`src/rtl/dgt_pkg.sv`:
```
package dgt_pkg;

  typedef enum logic [1:0] {
    COST_ONE  = 2'd0,
    COST_TWO  = 2'd1,
    COST_FOUR = 2'd2,
    COST_WIDE = 2'd3
  } cost_class_e;

  typedef struct packed {
    cost_class_e cls;
    logic        record;
    logic        first;
    logic        branch;
    logic        las;
    logic        ctr_dep;
  } instr_t;

  localparam int COST_W = 3;

endpackage

```
`src/rtl/dgt_classify.sv`:
```
module dgt_classify
  import dgt_pkg::*;
(
  input  instr_t              instr,
  output logic [COST_W-1:0]   cost,
  output logic                must_lead,
  output logic                hazard
);

  always_comb begin
    unique case (instr.cls)
      COST_ONE:  cost = instr.record ? COST_W'(2) : COST_W'(1);
      COST_TWO:  cost = COST_W'(2);
      default:   cost = COST_W'(4);
    endcase
  end

  assign must_lead = (cost != COST_W'(1)) || instr.first;
  assign hazard    = instr.las || (instr.branch && instr.ctr_dep);

endmodule

```
`src/rtl/dgt_pad_calc.sv`:
```
module dgt_pad_calc #(
  parameter int GROUP_SLOTS = 5,
  parameter int NOOP_SLOTS  = 6,
  parameter int SLOT_W      = 3,
  parameter int NOOP_W      = 4
) (
  input  logic [SLOT_W-1:0] slots,
  input  logic              hazard,
  input  logic              term_mode,
  output logic [NOOP_W-1:0] pad
);

  localparam logic [SLOT_W-1:0] PAD_LIMIT = SLOT_W'(NOOP_SLOTS);
  localparam logic [NOOP_W-1:0] PAD_BASE  = NOOP_W'(GROUP_SLOTS);

  logic [NOOP_W-1:0] fill_amount;

  assign fill_amount = PAD_BASE - NOOP_W'(slots);

  always_comb begin
    if (!hazard || slots >= PAD_LIMIT) pad = '0;
    else if (term_mode)                pad = NOOP_W'(1);
    else                               pad = fill_amount;
  end

endmodule

```
`src/rtl/dgt_group_ctrl.sv`:
```
module dgt_group_ctrl
  import dgt_pkg::*;
#(
  parameter int GROUP_SLOTS  = 5,
  parameter int NOOP_SLOTS   = 6,
  parameter int MAX_BRANCHES = 1,
  parameter int SLOT_W       = 3,
  parameter int BR_W         = 1
) (
  input  logic              clk,
  input  logic              rst,
  input  logic              valid,
  input  logic              is_noop,
  input  logic [COST_W-1:0] cost,
  input  logic              must_lead,
  input  logic              is_branch,
  input  logic              term_mode,
  output logic [SLOT_W-1:0] slots,
  output logic [BR_W-1:0]   branches,
  output logic              closed
);

  localparam int SUM_W = SLOT_W + 1;
  localparam logic [SLOT_W-1:0] FULL_AT  = SLOT_W'(GROUP_SLOTS);
  localparam logic [SLOT_W-1:0] NOOP_TOP = SLOT_W'(NOOP_SLOTS);
  localparam logic [BR_W-1:0]   BR_TOP   = BR_W'(MAX_BRANCHES);

  logic [SLOT_W-1:0] slots_d;
  logic [BR_W-1:0]   br_d;
  logic              closed_d;
  logic [SLOT_W-1:0] base_slots;
  logic [BR_W-1:0]   base_br;
  logic [SUM_W-1:0]  slot_sum;

  always_comb begin
    slots_d    = slots;
    br_d       = branches;
    closed_d   = 1'b0;
    base_slots = slots;
    base_br    = branches;
    slot_sum   = '0;
    if (valid) begin
      if (is_noop) begin
        if (term_mode || slots == NOOP_TOP) begin
          slots_d  = '0;
          br_d     = '0;
          closed_d = 1'b1;
        end else begin
          slots_d = slots + SLOT_W'(1);
        end
      end else if (slots >= FULL_AT || (is_branch && branches == BR_TOP)) begin
        slots_d  = '0;
        br_d     = '0;
        closed_d = 1'b1;
      end else begin
        if (must_lead && slots != '0) begin
          base_slots = '0;
          base_br    = '0;
          closed_d   = 1'b1;
        end
        slot_sum = SUM_W'(base_slots) + SUM_W'(cost);
        slots_d  = slot_sum[SLOT_W-1:0];
        br_d     = base_br + BR_W'(is_branch);
      end
    end
  end

  always_ff @(posedge clk) begin
    if (rst) begin
      slots    <= '0;
      branches <= '0;
      closed   <= 1'b0;
    end else begin
      slots    <= slots_d;
      branches <= br_d;
      closed   <= closed_d;
    end
  end

endmodule

```
`src/rtl/dgt_slot_tracker.sv`:
```
module dgt_slot_tracker
  import dgt_pkg::*;
#(
  parameter int GROUP_SLOTS  = 5,
  parameter int NOOP_SLOTS   = 6,
  parameter int MAX_BRANCHES = 1,
  parameter int NOOP_W       = 4,
  localparam int SLOT_W      = $clog2(NOOP_SLOTS + 1),
  localparam int BR_W        = $clog2(MAX_BRANCHES + 1)
) (
  input  logic              clk,
  input  logic              rst,
  input  logic              in_valid,
  input  logic              in_noop,
  input  logic [1:0]        in_cost,
  input  logic              in_record,
  input  logic              in_first,
  input  logic              in_branch,
  input  logic              in_las,
  input  logic              in_ctr_dep,
  input  logic              term_noop_mode,
  output logic              prefer_other,
  output logic [NOOP_W-1:0] noop_count,
  output logic              group_start,
  output logic [SLOT_W-1:0] slot_count,
  output logic [BR_W-1:0]   branch_count
);

  instr_t            cur;
  logic [COST_W-1:0] cost;
  logic              must_lead;
  logic              hazard;
  logic [NOOP_W-1:0] pad;
  logic              take_instr;

  assign cur.cls     = cost_class_e'(in_cost);
  assign cur.record  = in_record;
  assign cur.first   = in_first;
  assign cur.branch  = in_branch;
  assign cur.las     = in_las;
  assign cur.ctr_dep = in_ctr_dep;

  assign take_instr = in_valid && !in_noop;

  dgt_classify u_classify (
    .instr     (cur),
    .cost      (cost),
    .must_lead (must_lead),
    .hazard    (hazard)
  );

  dgt_pad_calc #(
    .GROUP_SLOTS (GROUP_SLOTS),
    .NOOP_SLOTS  (NOOP_SLOTS),
    .SLOT_W      (SLOT_W),
    .NOOP_W      (NOOP_W)
  ) u_pad (
    .slots     (slot_count),
    .hazard    (hazard),
    .term_mode (term_noop_mode),
    .pad       (pad)
  );

  dgt_group_ctrl #(
    .GROUP_SLOTS  (GROUP_SLOTS),
    .NOOP_SLOTS   (NOOP_SLOTS),
    .MAX_BRANCHES (MAX_BRANCHES),
    .SLOT_W       (SLOT_W),
    .BR_W         (BR_W)
  ) u_ctrl (
    .clk       (clk),
    .rst       (rst),
    .valid     (in_valid),
    .is_noop   (in_noop),
    .cost      (cost),
    .must_lead (must_lead),
    .is_branch (in_branch),
    .term_mode (term_noop_mode),
    .slots     (slot_count),
    .branches  (branch_count),
    .closed    (group_start)
  );

  always_ff @(posedge clk) begin
    if (rst) begin
      prefer_other <= 1'b0;
      noop_count   <= '0;
    end else begin
      prefer_other <= take_instr && must_lead && (slot_count != '0);
      noop_count   <= take_instr ? pad : '0;
    end
  end

endmodule

```
`config.mk`:
```
export PLATFORM = sky130hd
export DESIGN_NAME = dgt_slot_tracker
export DESIGN_NICKNAME = d
export VERILOG_FILES = /design/src/rtl/dgt_pkg.sv /design/src/rtl/dgt_classify.sv /design/src/rtl/dgt_pad_calc.sv /design/src/rtl/dgt_group_ctrl.sv /design/src/rtl/dgt_slot_tracker.sv
export SDC_FILE = /design/constraint.sdc
export NUM_CORES = 1
export LEC_CHECK = 0
export BUFFER_PORTS_ARGS = -buffer_cell sky130_fd_sc_hd__buf_2
export CAP_MARGIN = 20
export CELL_PAD_IN_SITES_DETAIL_PLACEMENT = 0
export CELL_PAD_IN_SITES_GLOBAL_PLACEMENT = 1
export CORE_AREA = 2 2 46 48
export CTS_BUF_LIST = sky130_fd_sc_hd__clkbuf_4
export DETAILED_ROUTE_END_ITERATION = 10
export DIE_AREA = 0 0 48 50
export PLACE_DENSITY = 0.84
export SETUP_SLACK_MARGIN = 0.15
export SYNTH_ARGS = -nofsm -noshare
export SYNTH_HDL_FRONTEND = slang
export SYNTH_HIERARCHICAL = 1
export SYNTH_SLANG_ARGS = --single-unit
```
`constraint.sdc`:
```
create_clock -name clk -period 3.3 [get_ports clk]
set_input_delay 0.825 -clock clk [delete_from_list [all_inputs] [get_ports clk]]
set_output_delay 0.825 -clock clk [all_outputs]
set_load 0.02 [all_outputs]
```
==> impl_metrics.ini, run 1 <==
[placed_design]
io_buffer_count = 21
hpwl_um = 995
gp_congestion = 0.794

[timing]
drv_slew = 0
final.setup_skew_ps = 2.20
timing.fmax_ghz = 0.339
relSlewSlack = 0.742
fin_crit_sh = 0.893
finalHoldViolations = 0
rsz0062_at_grt = no
fin_crit_ps = 2950
setup_viol = 0
worst_pin_slew_ps = 387
setup_tns_ps = 0

[setup_path]
crit_chain = buf_2, or4_1, o21ai_1, and2_1, ha_1, inv_1, fa_1, xnor2_1, xnor2_1, o221a_1, nor3_2
cp_max_fo = 4
critical_path_required_ps = 3490
ff2ff_setup_slack_ps = 850
path_delay_family = simple AND/OR/NAND/NOR gates
end_kind = flop
slowest_delay_ps = 580
worst-path-buf-inv = 2
criticalPathCategory = input port to flop
cp_common_cell = xnor2_1
critical_path_arrival_ps = 3130
slowest_stage = or4_1
crit_path_start_kind = input port

[worst_hold_path]
hp-class = flop to flop

[logic_synthesis]
synthFlopType = dfxtp_1
synthArstFlopShare = 0
yosysSeqAreaShare = 0.294
ys_warn_count = 6
avgSynthCellArea_um2 = 9.45
synth-edff-count = 0
syn_inst = 72
synth.distinct_cells = 33
synthesis.area_um2 = 681
syn_nets = 92
ys_seq_elements = 10

[route]
route.detailed.drc = 0
drt_iter0_drc = 7
firstDrtPassIters = 4
ant_nets = 0
vias_per_cell = 4.65
vias = 563
drt_wl_total_um = 1200
wl_per_cell_um = 9.92

[grt]
grt_pass1_wl_um = 2030
gr-usage-all-layers = 0.118
gr-total-overflow = 0
grt_max_degree = 12
antenna_found_initial = 0
grt_pass1_vias = 504

[cts]
cts_tree = built
h-tree-depth = 1
cts-root-buf = clkbuf_4
cts_buffer_depth = 2
cts_setup_buffers = 0
ctsResizeCount = 0
insertion_delay_ps = 250
cts_sinks = 10
cts_hold_buf = 0
clkTransAtPathRegs_ps = 60
cts_buffers = 3

[layout]
area_delta_synth_final_pct = 22.6
final_common_cell = buf_2
drive_above_1_share = 0.383
final_cell_mix = buf_2, dfxtp_1, inv_1, ha_1
insertedDiodeCount = 0
num-nets-final = 116

[die]
dieWidth_um = 48
die_h_um = 50
coreArea_um2 = 1900
rows = 16
fp.dieArea_um2 = 2400
initial_core_util = 0.358
boundaryPins = 22

[power_and_ir_drop]
powerDensity_nw_per_um2 = 334
totalPowerFinal_mw = 0.278
vdd_ir_drop_max_mv = 0.170
p_leak_nw = 0.401

[job]
drv_cap = 0

[status]
status = completed
-- synth_stat cells (all sizes together) (2+ instances only) --
cell / n / area [µm²]
dfxtp: 10 / 200
and2: 7 / 51.3
ha: 7 / 87.6
inv: 7 / 26.3
nor2: 4 / 15.0
nor3: 4 / 30.0
nand2: 3 / 11.3
nor3b: 3 / 43.8
o21ai: 3 / 15.0
a211oi: 2 / 15.0
a21oi: 2 / 10.0
clkbuf: 2 / 7.51
nand2b: 2 / 20.0
o221a: 2 / 22.5
xnor2: 2 / 17.5
-- worst reg2reg max path, delay by kind of cell, from the launching register on --
family	cells	cell delay (ps)
adder cells (fa/ha/maj)	3	640
AO/OA/AOI/OAI	2	510
flip-flops	1	420
AND/OR/NAND/NOR	2	310
XOR/XNOR	2	300
buffers and inverters	3	210
-- flip-flops by register name, summed over array words and instances, names as in the netlist --
register and count:
prefer_other 1, u_ctrl/closed 1, noop_count 4, u_ctrl/slots 3, u_ctrl/branches 1
-- where the power goes --
group	internal, mW	total, mW	switching (mW)
sequential	0.126	0.135	0.00862
clock	0.0418	0.0769	0.0352
combinational	0.0304	0.0667	0.0364
total	0.198	0.278	0.0802
-- cells by family (layout without fill, tap and decap cells) --
group | after synthesis | count (layout) | share of synthesized area
and+or+nand+nor | 28 | 28 | 0.303
AOI/OAI and AO/OA | 14 | 14 | 0.154
DFF | 10 | 10 | 0.294
buffers and inverters | 9 | 31 | 0.0496
adders and majority gates | 8 | 8 | 0.158
xor gates and xnor gates | 2 | 2 | 0.0257
muxes | 1 | 1 | 0.0147
-- metal layers --
metal	track usage	vias up	wire length, µm
met2	0.180	18	587
met5	0	-	0
met1	0.142	248	537
met3	0.0220	2	60
met4	0.0811	0	14
li1	-	295	-
-- path summary, 6_finish.rpt --
path,from,end,cells past startpoint
worst max-delay path,in_cost[1],u_ctrl/slots[2],11
worst max register to register,u_ctrl/slots[1],u_ctrl/slots[2],12
worst min register to register,u_ctrl/branches,u_ctrl/branches,2
worst min-delay path,u_ctrl/branches,u_ctrl/branches,2
-- layout make-up --
class / instances / area (µm²)
tap: 27 / 33.8
inverter: 7 / 26.3
timing repair buffer: 21 / 105
clock buffer: 3 / 22.5
fill: 189 / 1070
sequential: 10 / 200
multi-input combinational: 53 / 447
-- metrics by stage --
| step | cells | setup slack (ps) | hold slack [ps] | utilization | cell area [µm²] |
|---|---|---|---|---|---|
| after floorplan | 72 | 393 | 564 | - | 681 |
| after global placement | 118 | 104 | 508 | 0.427 | 812 |
| after detailed placement | 118 | 76.0 | 512 | 0.427 | 812 |
| after CTS | 121 | 343 | 520 | 0.439 | 835 |
| after global routing | 121 | 214 | 544 | 0.439 | 835 |
| final | 121 | 354 | 515 | 0.439 | 835 |
No activity file was read; power rests on OpenSTA's default activity.
==> inputs of run 2 (changes only) <==
- ABC_AREA: default -> 1
- CORE_AREA: 2 2 46 48 -> 2 2 50 52
- DIE_AREA: 0 0 48 50 -> 0 0 52 54
==> run 2 against run 1 <==
Combinational power rose by 21%. Global-route usage rose by 0.87 points. Sequential power barely moved. Cell count rose by 43%. First-iteration DRC count rose to 3.1 times the previous value. Maximum frequency rose by 39%. Critical path type unchanged. Critical endpoint unchanged.
==> impl_metrics.ini, run 2 <==
[layout]
drive_above_1_share = 0.280
insertedDiodeCount = 0
instances_no_fill = 173
stdcell_area_um2 = 930
final_common_cell = nand2_1
largest_reg_flops = 4
num-nets-final = 164
final_core_util = 0.401
regMostFlops = noop_count
area_delta_synth_final_pct = 21.6
final_cell_mix = nand2_1, inv_1, buf_2
reg_top3 = noop_count (4), u_ctrl/slots (3)

[setup_path]
slowest_stage = fa_1
cp_max_fo = 5
critical_path_arrival_ps = 2320
timing.rr.end = u_ctrl/slots[1]
reg2reg_from = u_ctrl/slots[1]
worst-path-buf-inv = 3
end_kind = flop
critical_path_required_ps = 3500
crit_path_start_kind = input port
cp_common_cell = nand3_1
ff2ff_setup_slack_ps = 1320
crit_chain = buf_2, nor2_1, nand3_1, a21oi_1, ha_1, inv_1, fa_1, inv_1, nand2_1, nand3_1, nand3_1, a21oi_1
criticalPathCategory = input port to flop
rr_worst_depth = 10
path_delay_family = adder cells
slowest_delay_ps = 370

[route]
vias = 732
drt_wl_total_um = 1580
drt_iter0_drc = 22
ant_nets = 0
vias_per_cell = 4.23
wl_per_cell_um = 9.10
firstDrtPassIters = 4
route.detailed.drc = 0

[timing]
worst_pin_slew_ps = 408
finalHoldViolations = 0
relSlewSlack = 0.727
fin_hold_ws_ps = 581
fin_crit_ps = 2120
final.setup_skew_ps = 0.353
fin_ws_ps = 1180
setup_tns_ps = 0
fin_crit_sh = 0.642
setup_viol = 0
rsz0062_at_grt = no
drv_slew = 0
timing.fmax_ghz = 0.472

[logic_synthesis]
synthArstFlopShare = 0
synth_common_cells = nand2_1, inv_1, nor2_1
syn_nets = 139
avgSynthCellArea_um2 = 6.42
synth_top_cell_by_area = dfxtp_1
synth_most_common_cell = nand2_1
synth-edff-count = 0
syn_inst = 119
synthesis.area_um2 = 764
ys_seq_elements = 10
yosysTopAreaCellShare = 0.262
synth.distinct_cells = 18
synth_top_cells_by_area = dfxtp_1, nand2_1, inv_1
yosysSeqAreaShare = 0.262
synthFlopType = dfxtp_1
ys_warn_count = 6

[power_and_ir_drop]
vdd_ir_drop_max_mv = 0.158
powerDensity_nw_per_um2 = 324
totalPowerFinal_mw = 0.301
p_leak_nw = 0.549

[grt]
antenna_found_initial = 0
gr-usage-all-layers = 0.127
gr-total-overflow = 0
grt_pass1_vias = 648
grt_max_degree = 12
grt_pass1_wl_um = 2650

[die]
coreArea_um2 = 2320
rows = 18
boundaryPins = 22
fp.dieArea_um2 = 2810
initial_core_util = 0.330
dieWidth_um = 52
die_h_um = 54

[cts]
h-tree-depth = 1
cts_sinks = 10
insertion_delay_ps = 260
cts_setup_buffers = 0
cts_buffer_depth = 2
cts-root-buf = clkbuf_4
cts_hold_buf = 0
cts_buffers = 3
cts_tree = built
clkTransAtPathRegs_ps = 60
ctsResizeCount = 0

[status]
status = completed

[worst_hold_path]
worstHoldStart = u_ctrl/branches
hold_depth = 4
hp-class = flop to flop
hold_path_end = u_ctrl/branches

[placed_design]
pre_cts_slack_ps = 882
gp_congestion = 0.714
dpl_cell_area_um2 = 903
dp_cells = 169
io_buffer_count = 21
hpwl_um = 1300

[job]
drv_cap = 0
[run 2: where the power goes]
group | total (mW) | internal, mW | switching (mW)
Combinational | 0.0809 | 0.0308 | 0.0502
Clock | 0.0847 | 0.0437 | 0.0410
Sequential | 0.135 | 0.126 | 0.00890
Total | 0.301 | 0.201 | 0.100
[run 2: worst max-delay path by stage]
stage	start	to	slack [ps]	depth (start not counted)
finish	in_cost[1]	u_ctrl/slots[2]	1180	12
global placement	in_cost[1]	u_ctrl/slots[2]	930	13
detailed placement	in_cost[1]	u_ctrl/slots[2]	880	12
global route	in_cost[1]	u_ctrl/slots[2]	970	12
CTS	in_cost[1]	u_ctrl/slots[2]	1170	12
floorplan	in_cost[1]	u_ctrl/slots[2]	1130	12
[run 2: area by class of cell]
cell class / count / area, µm²
Sequential cell: 10 / 200
Inverter: 31 / 116
Tap cell: 30 / 37.5
Clock buffer: 3 / 22.5
Fill cell: 246 / 1390
Clock inverter: 1 / 3.75
Timing Repair Buffer: 21 / 105
Multi-Input combinational cell: 77 / 444
[run 2: per-layer routing]
metal / GRT usage / wire, µm / part of all wire / up-vias
met2: 0.222 / 715 / 0.45 / 23
met5: 0 / 0 / 0 / -
li1: - / - / - / 400
met3: 0.0250 / 77 / 0.049 / 2
met4: 0.0395 / 18 / 0.011 / 0
met1: 0.157 / 764 / 0.49 / 307
[run 2: worst reg2reg max path, delay by kind of cell, from the launching register on]
family	cells	cell delay, ps
and+or+nand+nor	2	180
buffers and inverters	3	270
AOI/OAI and AO/OA	2	120
DFF	1	560
adders and majority gates	3	800
[run 2: kinds of logic after synthesis]
kind of cell / after synthesis / share of synthesized area
flops: 10 / 0.262
simple gates: 59 / 0.362
compound gates: 10 / 0.0786
fa+ha+maj: 8 / 0.141
buf+inv: 32 / 0.157
